$ cat src/rtl/splitscr_pkg.sv
`timescale 1ns/1ps
package splitscr_pkg;
  localparam int BYTE_W   = 8;
  localparam int ADDR_W   = 20;
  localparam int CMP_W    = 10;
  localparam int OFFS_W   = 10;
  localparam int REG_AW   = 4;
  localparam int CNT_W    = CMP_W + 1;
  localparam int NUM_REGS = 10;

  localparam int RI_CMP_LO  = 0;
  localparam int RI_CMP_HI  = 1;
  localparam int RI_TOP_B0  = 2;
  localparam int RI_TOP_B1  = 3;
  localparam int RI_TOP_B2  = 4;
  localparam int RI_BOT_B0  = 5;
  localparam int RI_BOT_B1  = 6;
  localparam int RI_BOT_B2  = 7;
  localparam int RI_OFFS_LO = 8;
  localparam int RI_OFFS_HI = 9;

  typedef struct packed {
    logic loadTop;
    logic nextLine;
    logic enterScr2;
    logic step;
  } seqStrobes_t;

  function automatic logic [BYTE_W-1:0] regMask(input int unsigned idx);
    case (idx)
      RI_CMP_HI:  return BYTE_W'((1 << (CMP_W - BYTE_W)) - 1);
      RI_TOP_B2:  return BYTE_W'((1 << (ADDR_W - 2*BYTE_W)) - 1);
      RI_BOT_B2:  return BYTE_W'((1 << (ADDR_W - 2*BYTE_W)) - 1);
      RI_OFFS_HI: return BYTE_W'((1 << (OFFS_W - BYTE_W)) - 1);
      default:    return '1;
    endcase
  endfunction
endpackage

$ cat src/rtl/splitscr_regs.sv
`timescale 1ns/1ps
module splitscr_regs
  import splitscr_pkg::*;
(
  input  logic               clk,
  input  logic               rstN,
  input  logic               wrEn,
  input  logic [REG_AW-1:0]  addr,
  input  logic [BYTE_W-1:0]  wrData,
  output logic [BYTE_W-1:0]  rdData,
  output logic [CMP_W-1:0]   cmpLive,
  output logic [ADDR_W-1:0]  topLive,
  output logic [ADDR_W-1:0]  botLive,
  output logic [OFFS_W-1:0]  offsLive
);
  logic [BYTE_W-1:0] regBytes [NUM_REGS];

  for (genvar i = 0; i < NUM_REGS; i++) begin : g_reg
    always_ff @(posedge clk or negedge rstN) begin
      if (!rstN)
        regBytes[i] <= '0;
      else if (wrEn && addr == REG_AW'(i))
        regBytes[i] <= wrData & regMask(i);
    end
  end

  always_comb begin
    rdData = '0;
    for (int i = 0; i < NUM_REGS; i++)
      if (addr == REG_AW'(i)) rdData = regBytes[i];
  end

  assign cmpLive  = {regBytes[RI_CMP_HI][CMP_W-BYTE_W-1:0], regBytes[RI_CMP_LO]};
  assign topLive  = {regBytes[RI_TOP_B2][ADDR_W-2*BYTE_W-1:0],
                     regBytes[RI_TOP_B1], regBytes[RI_TOP_B0]};
  assign botLive  = {regBytes[RI_BOT_B2][ADDR_W-2*BYTE_W-1:0],
                     regBytes[RI_BOT_B1], regBytes[RI_BOT_B0]};
  assign offsLive = {regBytes[RI_OFFS_HI][OFFS_W-BYTE_W-1:0], regBytes[RI_OFFS_LO]};
endmodule

$ cat src/rtl/splitscr_ctrl.sv
`timescale 1ns/1ps
module splitscr_ctrl
  import splitscr_pkg::*;
(
  input  logic              clk,
  input  logic              rstN,
  input  logic              frameStart,
  input  logic              lineStart,
  input  logic              wordAdv,
  input  logic [CMP_W-1:0]  cmpLive,
  input  logic [CNT_W-1:0]  panelHeight,
  output seqStrobes_t       strobes,
  output logic              inScr2
);
  localparam logic [CNT_W-1:0] IDX_MAX = '1;

  logic [CMP_W-1:0] cmpHeld;
  logic [CNT_W-1:0] lineIdx;
  logic [CNT_W-1:0] nextIdx;
  logic             splitOn;
  logic             crossing;

  assign nextIdx  = (lineIdx == IDX_MAX) ? lineIdx : lineIdx + 1'b1;
  assign splitOn  = CNT_W'(cmpHeld) < panelHeight;
  assign crossing = !inScr2 && splitOn && (nextIdx > CNT_W'(cmpHeld));

  always_comb begin
    strobes.loadTop   = frameStart;
    strobes.nextLine  = !frameStart && lineStart;
    strobes.enterScr2 = !frameStart && lineStart && crossing;
    strobes.step      = !frameStart && !lineStart && wordAdv;
  end

  always_ff @(posedge clk or negedge rstN) begin
    if (!rstN) begin
      cmpHeld <= '0;
      lineIdx <= '0;
      inScr2  <= 1'b0;
    end else if (strobes.loadTop) begin
      cmpHeld <= cmpLive;
      lineIdx <= '0;
      inScr2  <= 1'b0;
    end else if (strobes.nextLine) begin
      lineIdx <= nextIdx;
      if (crossing) inScr2 <= 1'b1;
    end
  end
endmodule

$ cat src/rtl/splitscr_dpath.sv
`timescale 1ns/1ps
module splitscr_dpath
  import splitscr_pkg::*;
(
  input  logic              clk,
  input  logic              rstN,
  input  seqStrobes_t       strobes,
  input  logic [ADDR_W-1:0] topLive,
  input  logic [ADDR_W-1:0] botLive,
  input  logic [OFFS_W-1:0] offsLive,
  output logic [ADDR_W-1:0] fetchAddr
);
  logic [ADDR_W-1:0] botHeld;
  logic [OFFS_W-1:0] offsHeld;
  logic [ADDR_W-1:0] lineBase;
  logic [ADDR_W-1:0] nextBase;

  assign nextBase = lineBase + ADDR_W'(offsHeld);

  always_ff @(posedge clk or negedge rstN) begin
    if (!rstN) begin
      botHeld   <= '0;
      offsHeld  <= '0;
      lineBase  <= '0;
      fetchAddr <= '0;
    end else if (strobes.loadTop) begin
      botHeld   <= botLive;
      offsHeld  <= offsLive;
      lineBase  <= topLive;
      fetchAddr <= topLive;
    end else if (strobes.enterScr2) begin
      lineBase  <= botHeld;
      fetchAddr <= botHeld;
    end else if (strobes.nextLine) begin
      lineBase  <= nextBase;
      fetchAddr <= nextBase;
    end else if (strobes.step) begin
      fetchAddr <= fetchAddr + 1'b1;
    end
  end
endmodule

$ cat src/rtl/splitscr_addr_gen.sv
`timescale 1ns/1ps
module splitscr_addr_gen
  import splitscr_pkg::*;
(
  input  logic              clk,
  input  logic              rstN,
  input  logic              regWrEn,
  input  logic [REG_AW-1:0] regAddr,
  input  logic [BYTE_W-1:0] regWrData,
  output logic [BYTE_W-1:0] regRdData,
  input  logic              frameStart,
  input  logic              lineStart,
  input  logic              wordAdv,
  input  logic [CNT_W-1:0]  panelHeight,
  output logic [ADDR_W-1:0] fetchAddr,
  output logic              inScreen2
);
  logic [CMP_W-1:0]  cmpLive;
  logic [ADDR_W-1:0] topLive;
  logic [ADDR_W-1:0] botLive;
  logic [OFFS_W-1:0] offsLive;
  seqStrobes_t       strobes;

  splitscr_regs u_regs (
    .clk(clk), .rstN(rstN), .wrEn(regWrEn), .addr(regAddr),
    .wrData(regWrData), .rdData(regRdData), .cmpLive(cmpLive),
    .topLive(topLive), .botLive(botLive), .offsLive(offsLive)
  );

  splitscr_ctrl u_ctrl (
    .clk(clk), .rstN(rstN), .frameStart(frameStart), .lineStart(lineStart),
    .wordAdv(wordAdv), .cmpLive(cmpLive), .panelHeight(panelHeight),
    .strobes(strobes), .inScr2(inScreen2)
  );

  splitscr_dpath u_dpath (
    .clk(clk), .rstN(rstN), .strobes(strobes), .topLive(topLive),
    .botLive(botLive), .offsLive(offsLive), .fetchAddr(fetchAddr)
  );
endmodule

$ cat config.mk
export PLATFORM = sky130hd
export DESIGN_NAME = splitscr_addr_gen
export DESIGN_NICKNAME = d
export VERILOG_FILES = /design/src/rtl/splitscr_pkg.sv /design/src/rtl/splitscr_regs.sv /design/src/rtl/splitscr_ctrl.sv /design/src/rtl/splitscr_dpath.sv /design/src/rtl/splitscr_addr_gen.sv
export SDC_FILE = /design/constraint.sdc
export NUM_CORES = 1
export LEC_CHECK = 0
export ABC_AREA = 0
export BUFFER_PORTS_ARGS = -buffer_cell sky130_fd_sc_hd__buf_2
export CORE_ASPECT_RATIO = 0.8
export CORE_UTILIZATION = 46
export DETAILED_ROUTE_END_ITERATION = 12
export GPL_TIMING_DRIVEN = 0
export PLACE_DENSITY = 0.72
export SLEW_MARGIN = 20
export SYNTH_ARGS = -nofsm -noshare
export SYNTH_HDL_FRONTEND = slang
export SYNTH_HIERARCHICAL = 1
export SYNTH_SLANG_ARGS = --single-unit
export TNS_END_PERCENT = 100
$ cat constraint.sdc
create_clock -name clk -period 4.2 [get_ports clk]
set_input_delay 0.21 -clock clk [delete_from_list [all_inputs] [get_ports clk]]
set_output_delay 0.21 -clock clk [all_outputs]
set_load 0.1 [all_outputs]
# After elaboration in Yosys (flattened, before gate mapping)
# Index checks and enable logic that the tools add are counted.
# classes
add_sub_neg	3
mul	0
div	0
magnitude_cmp	2
n_eq_ne	10
n_shift	0
mux	23
bitwise_logic	0
n_reduce_logical	25
# ops
op	n
20-bit two-way mux	7
8-bit two-way mux	10
11-bit two-way mux	3
20-bit by 1-bit adder with 20-bit output (second input constant)	1
20-bit by 10-bit adder with 20-bit output	1
4-bit by 3-bit == test with 1-bit output (second input constant)	4
1-bit logical AND	16
11-bit by 1-bit adder with 11-bit output (second input constant)	1
11-bit == test (second input constant)	1
11-bit by 10-bit greater-than comparator with 1-bit output	1
10-bit by 11-bit < comparator with 1-bit output	1
4-bit by 2-bit == test with 1-bit output (second input constant)	2
4-bit == test (second input constant)	2
4-bit by 1-bit == test with 1-bit output (second input constant)	1
4-bit zero test	1
2-bit nonzero test	2
4-bit nonzero test	1
1-bit zero test	3
1-bit two-way mux	3
3-bit nonzero test	1
2-bit AND reduction	1
# word_totals
regBits	152
latch_bits	0
ram_bits	0
mem_bits_ro	0
inputBits	29
output_inout_bits	29
elab_cells	80
mem_count	0

# Logic depth before layout (Yosys ltp)
# Gate-level depths: netlist of the first run.
# logic_depth
depth_word	11
mapped_depth	19
mapped_depth_nobuf	18

# By module
# Netlist of the first run, hierarchy kept.
# modules_own_cells
module	instances	cells_each	area_each_um2	seq_area_each_um2
splitscr_dpath	1	481	4478.0	1751.7
splitscr_regs	1	241	2960.3	1501.4
splitscr_ctrl	1	191	1610.3	550.5

# Least setup slack after synthesis of the first run
# No wires, ideal clock.
# synth_timing
kind	register to register
from	register u_ctrl.lineIdx[0]
to	register u_dpath.fetchAddr[13]
setup_ns	0.132
arrival_ns	3.723
t_required_ns	4.068
path_slack_ns	0.345
stages_incl_launch_ff	20
path_buffers	2
synth_period_minus_slack_ns	3.855
cell_sequence	dfrtp_1 > ha_1 > nand3_1 > or4_4 > buf_6 > nand2_1 > xnor2_1 > ha_1 > a21oi_1 > a21o_1 > o2111ai_1 > a211oi_1 > nor3_1 > or3_1 > or2_1 > buf_2 > o22ai_2 > nor2_1 > a2bb2oi_1 > o41ai_1
# synth_lines
item	line_no	source
start: declaration	splitscr_ctrl.sv:18	logic [CNT_W-1:0] lineIdx;
start signal: assignment	splitscr_ctrl.sv:44	lineIdx <= nextIdx;
end signal: assignment	splitscr_dpath.sv:30	fetchAddr <= topLive;
end signal: assignment	splitscr_dpath.sv:33	fetchAddr <= botHeld;
end signal: assignment	splitscr_dpath.sv:36	fetchAddr <= nextBase;
end: declaration	splitscr_dpath.sv:11	output logic [ADDR_W-1:0] fetchAddr

==> impl_metrics.ini, run 1 <==
[clock_tree]
cts_sinks = 152
worstSkewPairLatency_ns = 0.43
cts_tree = yes
h-tree-depth = 4
root_buffer = clkbuf_16
clkTransAtPathRegs_ns = 0.07
cts_made_buffers = 17
clockBufferDepth = 2

[floorplan]
start_util_pct = 47.3
rows = 45
die_x_um = 159
core_mm2 = 0.0191
dieArea_mm2 = 0.0202
dieHeight_um = 127
ios = 58

[place]
io_buffers = 55
dp_slack_ns = -0.897
place_area_mm2 = 0.00968
dp_hpwl_um = 20400
gp_congestion = 0.993

[critical_path]
crit_path_max_fanout = 8
path_buf_inv = 2
cpMostUsedCell = nand2_1
crit_family = simple AND/OR/NAND/NOR gates
critPathLaunchType = flip-flop
slowest_delay_ns = 0.43
crit_path_end_kind = flip-flop
cp.required_ns = 4.56
critical-path-slowest-cell = dfrtp_2
path_cells = ha_4 -> nand3_4 -> nor2_2 -> nand2_1 -> xor2_1 -> nand2_1 -> ha_1 -> a21o_1 -> a21oi_2 -> o2111ai_1 -> a211oi_2 -> buf_4 -> nor3_4 -> or3_4 -> or2_1 -> clkbuf_4 -> o21ai_2 -> or3_1 -> o22ai_1 -> a21oi_1
critPathKind = flip-flop to flip-flop
arrival_ns = 4.39

[synthesis]
synth_edf_count = 0
synth_seq_cells = 152
synthFlopType = dfrtp_1
synth_area_mm2 = 0.00905
seq_area_frac_synth_pct = 42.0
synth-warning-count = 6
syn_inst = 913
synth_area_per_cell_um2 = 9.91
yosysTopAreaCell = dfrtp_1
synthArstFlopShare_pct = 100
synthTopCellsByArea = dfrtp_1 (42%), mux2_2 (11%), a21oi_1 (4.6%), ha_1 (4.3%), o21ai_0 (3.4%)
synth.distinct_cells = 87
synth_nets = 974
synth_top_area_share_pct = 42.0

[timing]
fin_ws_ns = 0.172
timing.fmax_ghz = 0.248
worst_pin_slew_ns = 0.874
max-slew-margin-rel_pct = 41.8
hold_violations = 0
min_period_ns = 4.03
fin_crit_sh_pct = 95.9
clock-skew-final_ns = 0.0120
slew_viol_final = 0
setup_viol = 0
whs_ns = 0.0796

[global_routing]
grt_start_max_net_pins = 97
track_usage_pct = 27.4
overflow = 0
grt_pass1_wl_um = 42100
grt_pass1_vias = 7406
antenna_found_initial = 0

[routing]
drt-initial-drc-count = 1075
wl_per_cell_um = 21.7
drc = 0
via_per_inst = 6.26
vias = 7940
firstDrtPassIters = 5
routed_wirelength_um = 27500
ant_nets = 0

[power_and_ir_drop]
leakage_nw = 4.57
vdd.ir_drop.worst_v = 0.000292
p_sw_mw = 2.10
seqPwrFrac_pct = 38.6
power_frac_comb_pct = 31.3
internal-power_mw = 3.46
swShare_pct = 37.7
p_per_area_mw_per_mm2 = 527
clock_power_share_pct = 30.1

[layout]
diodes = 0
multiInputGateArea_mm2 = 0.00499
final_cell_area_mm2 = 0.0106
post-route-util_pct = 55.1
fill_cells = 1647
drive_gt1_share_pct = 26.8
seq_area_mm2 = 0.00381
nets = 1058
syn2layout_area_growth_pct = 16.6

[status]
status = finished, final reports clean

[flow_run]
maxCapViolCount = 0

[worst_hold_path]
hold_class = input pin to flip-flop
logic make-up after synthesis:
| kind of cell | count (synthesis) | share of synthesized area, % |
|---|---|---|
| DFF | 152 | 42.0 |
| adders and majority gates | 32 | 4.51 |
| AOI/OAI and AO/OA | 267 | 19.6 |
| muxes | 101 | 12.4 |
| xor gates and xnor gates | 32 | 3.10 |
| buffers and inverters | 83 | 4.23 |
| and+or+nand+nor | 246 | 14.1 |
worst paths after layout:
check | start | endpoint | slack, ns | cells after the start
setup / recovery | u_ctrl/lineIdx[0]$_DFFE_PN0P_ | u_dpath/fetchAddr[17]$_DFFE_PN0P_ | 0.17 | 20
hold / removal | frameStart | u_ctrl/cmpHeld[1]$_DFFE_PN0P_ | 0.08 | 2
setup reg to reg | u_ctrl/lineIdx[0]$_DFFE_PN0P_ | u_dpath/fetchAddr[17]$_DFFE_PN0P_ | 0.17 | 20
hold reg to reg | u_dpath/botHeld[11]$_DFFE_PN0P_ | u_dpath/botHeld[11]$_DFFE_PN0P_ | 0.51 | 1
max in group asynchronous | rstN | u_dpath/fetchAddr[5]$_DFFE_PN0P_ | 3.06 | 3
min in group asynchronous | rstN | u_regs/cmpLive[0]$_DFFE_PN0P_ | 0.31 | 2
synthesized netlist by cell type (all sizes together) (12+ instances only):
library cell and n:
nand2 68, dfrtp 152, nor3 17, buf 31, nand2b 12, a21oi 88
mux2 91, inv 37, xnor2 16, o21ai 63, xor2 16, nor2 59
ha 31, clkbuf 14, nand3 30
layer usage:
metal	track usage [%]	up-vias	share of wire, %
li1	-	3549	-
met1	39.7	3870	45
met2	38.3	474	42
met3	8.80	47	11
met4	8.91	0	2.0
met5	0	-	0
state kept, by name, summed over array words and instances, names as in the netlist:
register,cells
u_dpath/fetchAddr,20
u_ctrl/lineIdx,11
u_regs/cmpLive,10
u_ctrl/inScr2,1
u_ctrl/cmpHeld,10
u_dpath/offsHeld,10
u_dpath/botHeld,20
u_regs/topLive,20
u_regs/offsLive,10
u_dpath/lineBase,20
u_regs/botLive,20
cells in the final DEF (no fill, tap or decap), types with 7 or more instances in the layout:
cell type  synthesis  final
buf_2             14     65
ha_1              31     30
a31oi_1            7      7
nand3_1           28     26
o21ai_0           61     61
and3_1            11     11
xor2_1            16     16
inv_1             37     37
mux2i_1           10     10
nor3_1            15     13
or3_1              9      8
nand2b_1          12     12
nor2b_1            7      7
o21a_1             9      9
o22ai_1            8      8
a21oi_1           84     82
clkbuf_16          0     17
buf_4              6     17
buf_1              7      7
clkbuf_1          13     11
nand2_1           65     63
nor2_1            56     53
mux2_2            91     91
o211ai_1           9      9
a21o_1             8      8
a211oi_1           8      7
xnor2_1           16     16
dfrtp_1          152    147
timing repair:
| action | in CTS | in global routing |
|---|---|---|
| endpoints found under the hold margin | 56 | 0 |
| hold buffers | 1 | 0 |
| resized for setup | 19 | 20 |
| pin swaps | 3 | 8 |
| setup buffers | 5 | 5 |
| endpoints found under the setup margin | 40 | 35 |
stage by stage:
step,instances,TNS (ns),total power [mW]
floorplan,913,0,3.34
global placement,1226,-21.47,3.78
detailed placement,1227,-22.89,3.83
CTS,1265,0,5.53
global route,1268,-0.0160,5.80
finish,1268,0,5.56
power groups by stage:
stage | clock network (mW) | logic [mW] | registers (mW)
floorplan | 0 | 0.973 | 2.37
CTS | 1.70 | 1.70 | 2.14
finish | 1.68 | 1.74 | 2.15
global placement | 0 | 1.62 | 2.15
detailed placement | 0 | 1.67 | 2.16
global route | 1.76 | 1.85 | 2.19
area by class of cell:
class | instances | share of cell area [%]
tap | 258 | 3.06
buffer | 43 | 2.34
multi-input combinational | 678 | 47.3
clock buffer | 20 | 4.23
inverter | 38 | 1.35
clock inverter | 12 | 1.87
timing repair buffer | 67 | 3.77
sequential | 152 | 36.1
worst register-to-register path: cells and delay by family (launching register included):
family | cells | cell delay, ns
DFF | 1 | 0.43
xor gates and xnor gates | 1 | 0.16
buffers and inverters | 2 | 0.36
AOI/OAI and AO/OA | 7 | 1.20
adders and majority gates | 2 | 0.47
and+or+nand+nor | 8 | 1.34
(Power assumes the default switching activity.)
==> run 2: changes to the inputs <==
- ABC_AREA: 0 -> 1
==> run 2 against run 1 <==
  * Clock-buffer cell count is 3 lower
  * Highest routed layer unchanged
  * Register-to-register slack better by 0.03 ns
  * Routed wire length is 8.6% higher
  * First-iteration DRC count is 6.7% lower
  * Synthesized cell count is 43% higher
  * Largest cell class unchanged
==> impl_metrics.ini, run 2 <==
[floorplan]
dieArea_mm2 = 0.0210
die_x_um = 162
core_mm2 = 0.0199
ios = 58
dieHeight_um = 130
start_util_pct = 47.3
rows = 46

[timing]
clock-skew-final_ns = 0.0120
fin_setup_tns_ns = 0
hold_violations = 0
worst_pin_slew_ns = 0.626
rsz0062_at_grt = false
fin_crit_sh_pct = 95.2
setup_viol = 0
timing.fmax_ghz = 0.250
min_period_ns = 4.00
slew_viol_final = 0
fin_ws_ns = 0.202
max-slew-margin-rel_pct = 58.3

[critical_path]
slowest_delay_ns = 0.44
critical-path-slowest-cell = dfrtp_2
crit_start = u_ctrl/lineIdx[0]$_DFFE_PN0P_
r2r_start = u_ctrl/lineIdx[0]$_DFFE_PN0P_
crit_path_max_fanout = 10
path_cells = ha_2 -> inv_1 -> nor2_4 -> nand3_2 -> buf_6 -> o21ai_2 -> inv_1 -> ha_1 -> nand2_1 -> nor3_1 -> nand2_1 -> nor2_1 -> nor2_1 -> nand3_1 -> inv_1 -> buf_2 -> nor2_4 -> inv_2 -> nor2_8 -> inv_2 -> nor2_4 -> buf_4 -> buf_6 -> o21ai_0
arrival_ns = 4.30
rrSetupSlack_ns = 0.20
critPathLaunchType = flip-flop
critPathKind = flip-flop to flip-flop
crit_path_end_kind = flip-flop
cp.required_ns = 4.50

[synthesis]
synth_commonest_cells = nand2_1 (489), dfrtp_1 (152), inv_1 (120), nor2_1 (77), o21ai_0 (77)
synthTopCellsByArea = dfrtp_1 (40%), nand2_1 (20%), inv_1 (4.8%), ha_1 (4.1%), o21ai_0 (4.1%)
synth_seq_cells = 152
yosysMostFrequentCell = nand2_1
synth.distinct_cells = 49
synth-warning-count = 6
synth_edf_count = 0
seq_area_frac_synth_pct = 40.4
synth_top_area_share_pct = 40.4
yosysTopAreaCell = dfrtp_1
syn_inst = 1303
synthFlopType = dfrtp_1
synth_area_per_cell_um2 = 7.22
synth_area_mm2 = 0.00941
synth_nets = 1364
synthArstFlopShare_pct = 100

[power_and_ir_drop]
p_per_area_mw_per_mm2 = 542
vdd.ir_drop.worst_v = 0.000341
leakage_nw = 5.59

[layout]
multiInputGateArea_mm2 = 0.00483
final_common_cell = nand2_1
syn2layout_area_growth_pct = 13.3
layout.cells.non_filler = 1654
layout_common_cells = nand2_1 (489), dfrtp_1 (151), inv_1 (120), nor2_1 (77), o21ai_0 (77)
nets = 1440
final_cell_area_mm2 = 0.0107
diodes = 0
seq_area_mm2 = 0.00380
fill_cells = 2022
drive_gt1_share_pct = 14.8

[clock_tree]
clkTransAtPathRegs_ns = 0.07
clockBufferDepth = 2
worstSkewPairLatency_ns = 0.43
h-tree-depth = 4
cts_made_buffers = 17
cts_tree = yes
cts_sinks = 152
root_buffer = clkbuf_16

[place]
dp_slack_ns = 0.174
dp_hpwl_um = 22900
placed_cells = 1623
io_buffers = 55
gp_congestion = 0.997
place_area_mm2 = 0.0101

[routing]
drt-initial-drc-count = 1003
via_per_inst = 5.48
firstDrtPassIters = 5
drc = 0
routed_wirelength_um = 29900
wl_per_cell_um = 18.1
ant_nets = 0
vias = 9069

[global_routing]
overflow = 0
grt_start_max_net_pins = 95
grt_pass1_wl_um = 46300
grt_pass1_vias = 8104
track_usage_pct = 29.4
antenna_found_initial = 0

[flow_run]
maxCapViolCount = 0

[worst_hold_path]
hold_class = input pin to flip-flop
min-delay-start = lineStart

[status]
status = finished, final reports clean
run 2: cell count changes after synthesis, moves of 16 or more:
cell,before,now
nand2_1,65,489
mux2_2,91,0
inv_1,37,120
nand3_1,28,69
a21oi_1,84,52
o21ai_1,1,27
nor2_1,56,77
inv_2,0,16
nand2_2,3,19
o21ai_0,61,77
run 2: path summary, 6_finish.rpt:
check / endpoint / depth (start not counted)
setup / recovery: u_dpath/fetchAddr[6]$_DFFE_PN0P_ / 24
hold / removal: u_ctrl/lineIdx[10]$_DFFE_PN0P_ / 3
setup reg to reg: u_dpath/fetchAddr[6]$_DFFE_PN0P_ / 24
hold reg to reg: u_dpath/offsHeld[4]$_DFFE_PN0P_ / 2
max in group asynchronous: u_regs/topLive[14]$_DFFE_PN0P_ / 3
min in group asynchronous: u_ctrl/lineIdx[1]$_DFFE_PN0P_ / 2
run 2: power by group:
| group | leakage, nW | switching, mW | internal [mW] |
|---|---|---|---|
| Sequential | 1.93 | 0.355 | 1.77 |
| Combinational | 3.38 | 1.51 | 0.570 |
| Clock | 0.280 | 0.641 | 0.936 |
| Total | 5.59 | 2.50 | 3.28 |
run 2: what timing repair did:
| action | 4_1_cts | 5_1_grt |
|---|---|---|
| gates resized for setup | 0 | 2 |
| hold buffers | 1 | 0 |
| setup buffers | 0 | 0 |
| setup endpoints to repair | 0 | 27 |
| endpoints found under the hold margin | 58 | 0 |
run 2: cell type report:
class,count,area share [%]
Buffer,39,2.33
Multi-Input combinational cell,972,45.3
Clock inverter,13,1.61
Sequential cell,152,35.7
Timing Repair Buffer,57,3.03
Clock buffer,17,3.99
Inverter,140,4.94
Tap cell,264,3.10
run 2: metal layers:
metal  GRT usage [%]  vias to the layer above  wire (µm)
met5               0                        -          0
met2            42.7                      441      12300
met4            5.38                        0        353
met3            6.48                       23       3170
met1            44.8                     4260      14100
li1                -                     4345          -
run 2: stage by stage:
stage          hold slack (ns)  power, mW  utilization (%)
2_1_floorplan          -0.0856       3.56                -
3_3_place_gp             0.458       4.13             50.3
3_5_place_dp             0.193       4.16             50.5
4_1_cts                 0.0919       5.75             53.5
5_1_grt                  0.138       6.08             53.5
6_report                 0.103       5.78             53.5
run 2: worst max-delay path, delay by kind of cell (launching register included):
family	cells	cell delay, ns
buf+inv	9	1.22
fa+ha+maj	2	0.52
simple gates	11	1.38
compound gates	2	0.28
flops	1	0.44
run 2: logic make-up (layout without fill, tap and decap cells):
logic type	after synthesis	in the layout	synth area share (%)
AOI/OAI and AO/OA	206	206	12.5
buffers and inverters	179	266	8.24
xor gates and xnor gates	13	13	1.21
adders and majority gates	32	32	4.33
DFF	152	152	40.4
and+or+nand+nor	721	721	33.3
==> run 3: changes to the inputs <==
- PLACE_DENSITY: 0.72 -> 0.75
==> run 3 against run 2 <==
  * Clock skew rose by 0.0011 ns
  * Design area is 0.35% higher
  * Sequential share of layout area is 0.13 points lower
  * Largest power group unchanged
  * Clock-buffer cell count rose by 1
  * Largest cell class unchanged
  * Routed wire length shrank 1.4%
  * First-iteration DRC count grew 9.5%
  * Worst hold slack lost 0.012 ns
  * Critical endpoint is now u_dpath/fetchAddr[9]$_DFFE_PN0P_
  * Sequential cell count is the same
  * Sequential power barely moved
  * Die area stayed put
  * Non-clock buffer count up 2
==> impl_metrics.ini, run 3 (synthesis results as in run 2) <==
[clock_tree]
cts_made_buffers = 17
cts_tree = yes
cts_sinks = 152
h-tree-depth = 4
root_buffer = clkbuf_16
worstSkewPairLatency_ns = 0.43
clockBufferDepth = 2
clkTransAtPathRegs_ns = 0.07

[global_routing]
grt_start_max_net_pins = 93
grt_pass1_vias = 8258
track_usage_pct = 28.8
antenna_found_initial = 0
grt_pass1_wl_um = 45700
overflow = 0

[floorplan]
dieHeight_um = 130
start_util_pct = 47.3
dieArea_mm2 = 0.0210
die_x_um = 162
ios = 58
rows = 46
core_mm2 = 0.0199

[place]
io_buffers = 55
gp_congestion = 1.02
dp_hpwl_um = 22500
placed_cells = 1623

[critical_path]
critPathKind = flip-flop to flip-flop
crit_start = u_ctrl/lineIdx[0]$_DFFE_PN0P_
crit_path_end_kind = flip-flop
arrival_ns = 4.19
r2r_start = u_ctrl/lineIdx[0]$_DFFE_PN0P_
critPathLaunchType = flip-flop
crit_path_max_fanout = 10
cp.required_ns = 4.50

[layout]
syn2layout_area_growth_pct = 13.7
fill_cells = 1964
final_common_cell = nand2_1
drive_gt1_share_pct = 15.1
diodes = 0
layout_common_cells = nand2_1 (489), dfrtp_1 (151), inv_1 (120), nor2_1 (77), o21ai_0 (77)
layout.cells.non_filler = 1658
nets = 1442
post-route-util_pct = 53.7

[timing]
setup_viol = 0
fin_crit_sh_pct = 92.7
fin_setup_tns_ns = 0
worst_pin_slew_ns = 0.643
max-slew-margin-rel_pct = 57.1
slew_viol_final = 0
rsz0062_at_grt = false
timing.fmax_ghz = 0.257
clock-skew-final_ns = 0.0131
hold_violations = 0
min_period_ns = 3.89

[flow_run]
maxCapViolCount = 0

[power_and_ir_drop]
seqPwrFrac_pct = 36.6
p_sw_mw = 2.54
p_per_area_mw_per_mm2 = 542
swShare_pct = 43.8
power_frac_comb_pct = 35.5
leakage_nw = 5.62
internal-power_mw = 3.26
clock_power_share_pct = 27.9
vdd.ir_drop.worst_v = 0.000334

[status]
status = finished, final reports clean

[routing]
vias = 9109
via_per_inst = 5.49
drc = 0
drt-initial-drc-count = 1098
routed_wirelength_um = 29500
firstDrtPassIters = 5
ant_nets = 0
wl_per_cell_um = 17.8

[worst_hold_path]
min-delay-start = lineStart
hold_class = input pin to flip-flop
run 3: cell types whose count changed in the layout (fill, tap and decap cells not counted):
cell / before / now
clkinv_2: 2 / 1
clkinv_4: 2 / 4
bufinv_16: 3 / 2
inv_8: 1 / 3
buf_4: 6 / 8
clkbuf_8: 0 / 1
clkinvlp_4: 4 / 0
inv_6: 2 / 4
clkinv_8: 0 / 1
run 3: metal layers:
layer  part of all wire [%]  track usage (%)
met2                     42             42.4
met3                    9.4             5.09
met4                    2.2             8.55
met5                      0                0
met1                     47             43.0
run 3: what timing repair did:
action                                  4_1_cts  5_1_grt
hold endpoints to repair                     60        0
gates resized for setup                       0        2
hold buffers                                  1        0
endpoints found under the setup margin        0       25
buffers inserted                              0        2
run 3: power groups by stage:
| stage | sequential, mW | clock, mW | combinational [mW] |
|---|---|---|---|
| floorplan | 2.40 | 0 | 1.16 |
| global placement | 2.13 | 0 | 1.98 |
| detailed placement | 2.14 | 0 | 2.01 |
| global route | 2.16 | 1.69 | 2.26 |
| finish | 2.12 | 1.62 | 2.06 |
| CTS | 2.11 | 1.63 | 2.03 |
run 3: worst max-delay path, stage by stage (launching register included):
cell	delay (ns)
dfrtp_2	0.44
ha_2	0.25
inv_1	0.08
nor2_4	0.14
nand3_2	0.11
buf_6	0.17
o21ai_2	0.17
inv_1	0.07
ha_1	0.27
nand2_1	0.06
nor3_1	0.19
nand2_1	0.08
nor2_1	0.10
nor2_1	0.04
nand3_1	0.11
inv_1	0.05
buf_2	0.18
nor2_4	0.19
inv_2	0.16
nor2_8	0.18
inv_2	0.11
nor2_4	0.12
buf_4	0.21
buf_6	0.17
a22oi_1	0.10
run 3: worst paths after layout:
| check | end | slack, ns | cells past startpoint |
|---|---|---|---|
| max in group asynchronous | u_dpath/lineBase[18]$_DFFE_PN0P_ | 3.08 | 3 |
| setup / recovery | u_dpath/fetchAddr[9]$_DFFE_PN0P_ | 0.31 | 24 |
| setup reg to reg | u_dpath/fetchAddr[9]$_DFFE_PN0P_ | 0.31 | 24 |
| hold reg to reg | u_dpath/botHeld[17]$_DFFE_PN0P_ | 0.47 | 2 |
| hold / removal | u_ctrl/lineIdx[10]$_DFFE_PN0P_ | 0.09 | 3 |
| min in group asynchronous | u_regs/cmpLive[7]$_DFFE_PN0P_ | 0.30 | 2 |
run 3: area by class of cell:
class	count	area [µm²]	share of cell area, %
Buffer	39	249	2.33
Clock buffer	18	439	4.10
Clock inverter	14	180	1.68
Inverter	140	527	4.92
Multi-Input combinational cell	972	4830	45.2
Sequential cell	152	3800	35.6
Tap cell	264	330	3.09
Timing Repair Buffer	59	338	3.16
run 3: through the flow:
step	cell area, µm²	setup WS, ns	hold slack, ns	total power [mW]
global route	10700	0.0360	0.0942	6.10
global placement	10000	0.220	0.455	4.11
detailed placement	10100	0.191	0.170	4.15
floorplan	9410	0.914	-0.0856	3.56
CTS	10700	0.170	0.0826	5.77
finish	10700	0.307	0.0911	5.81
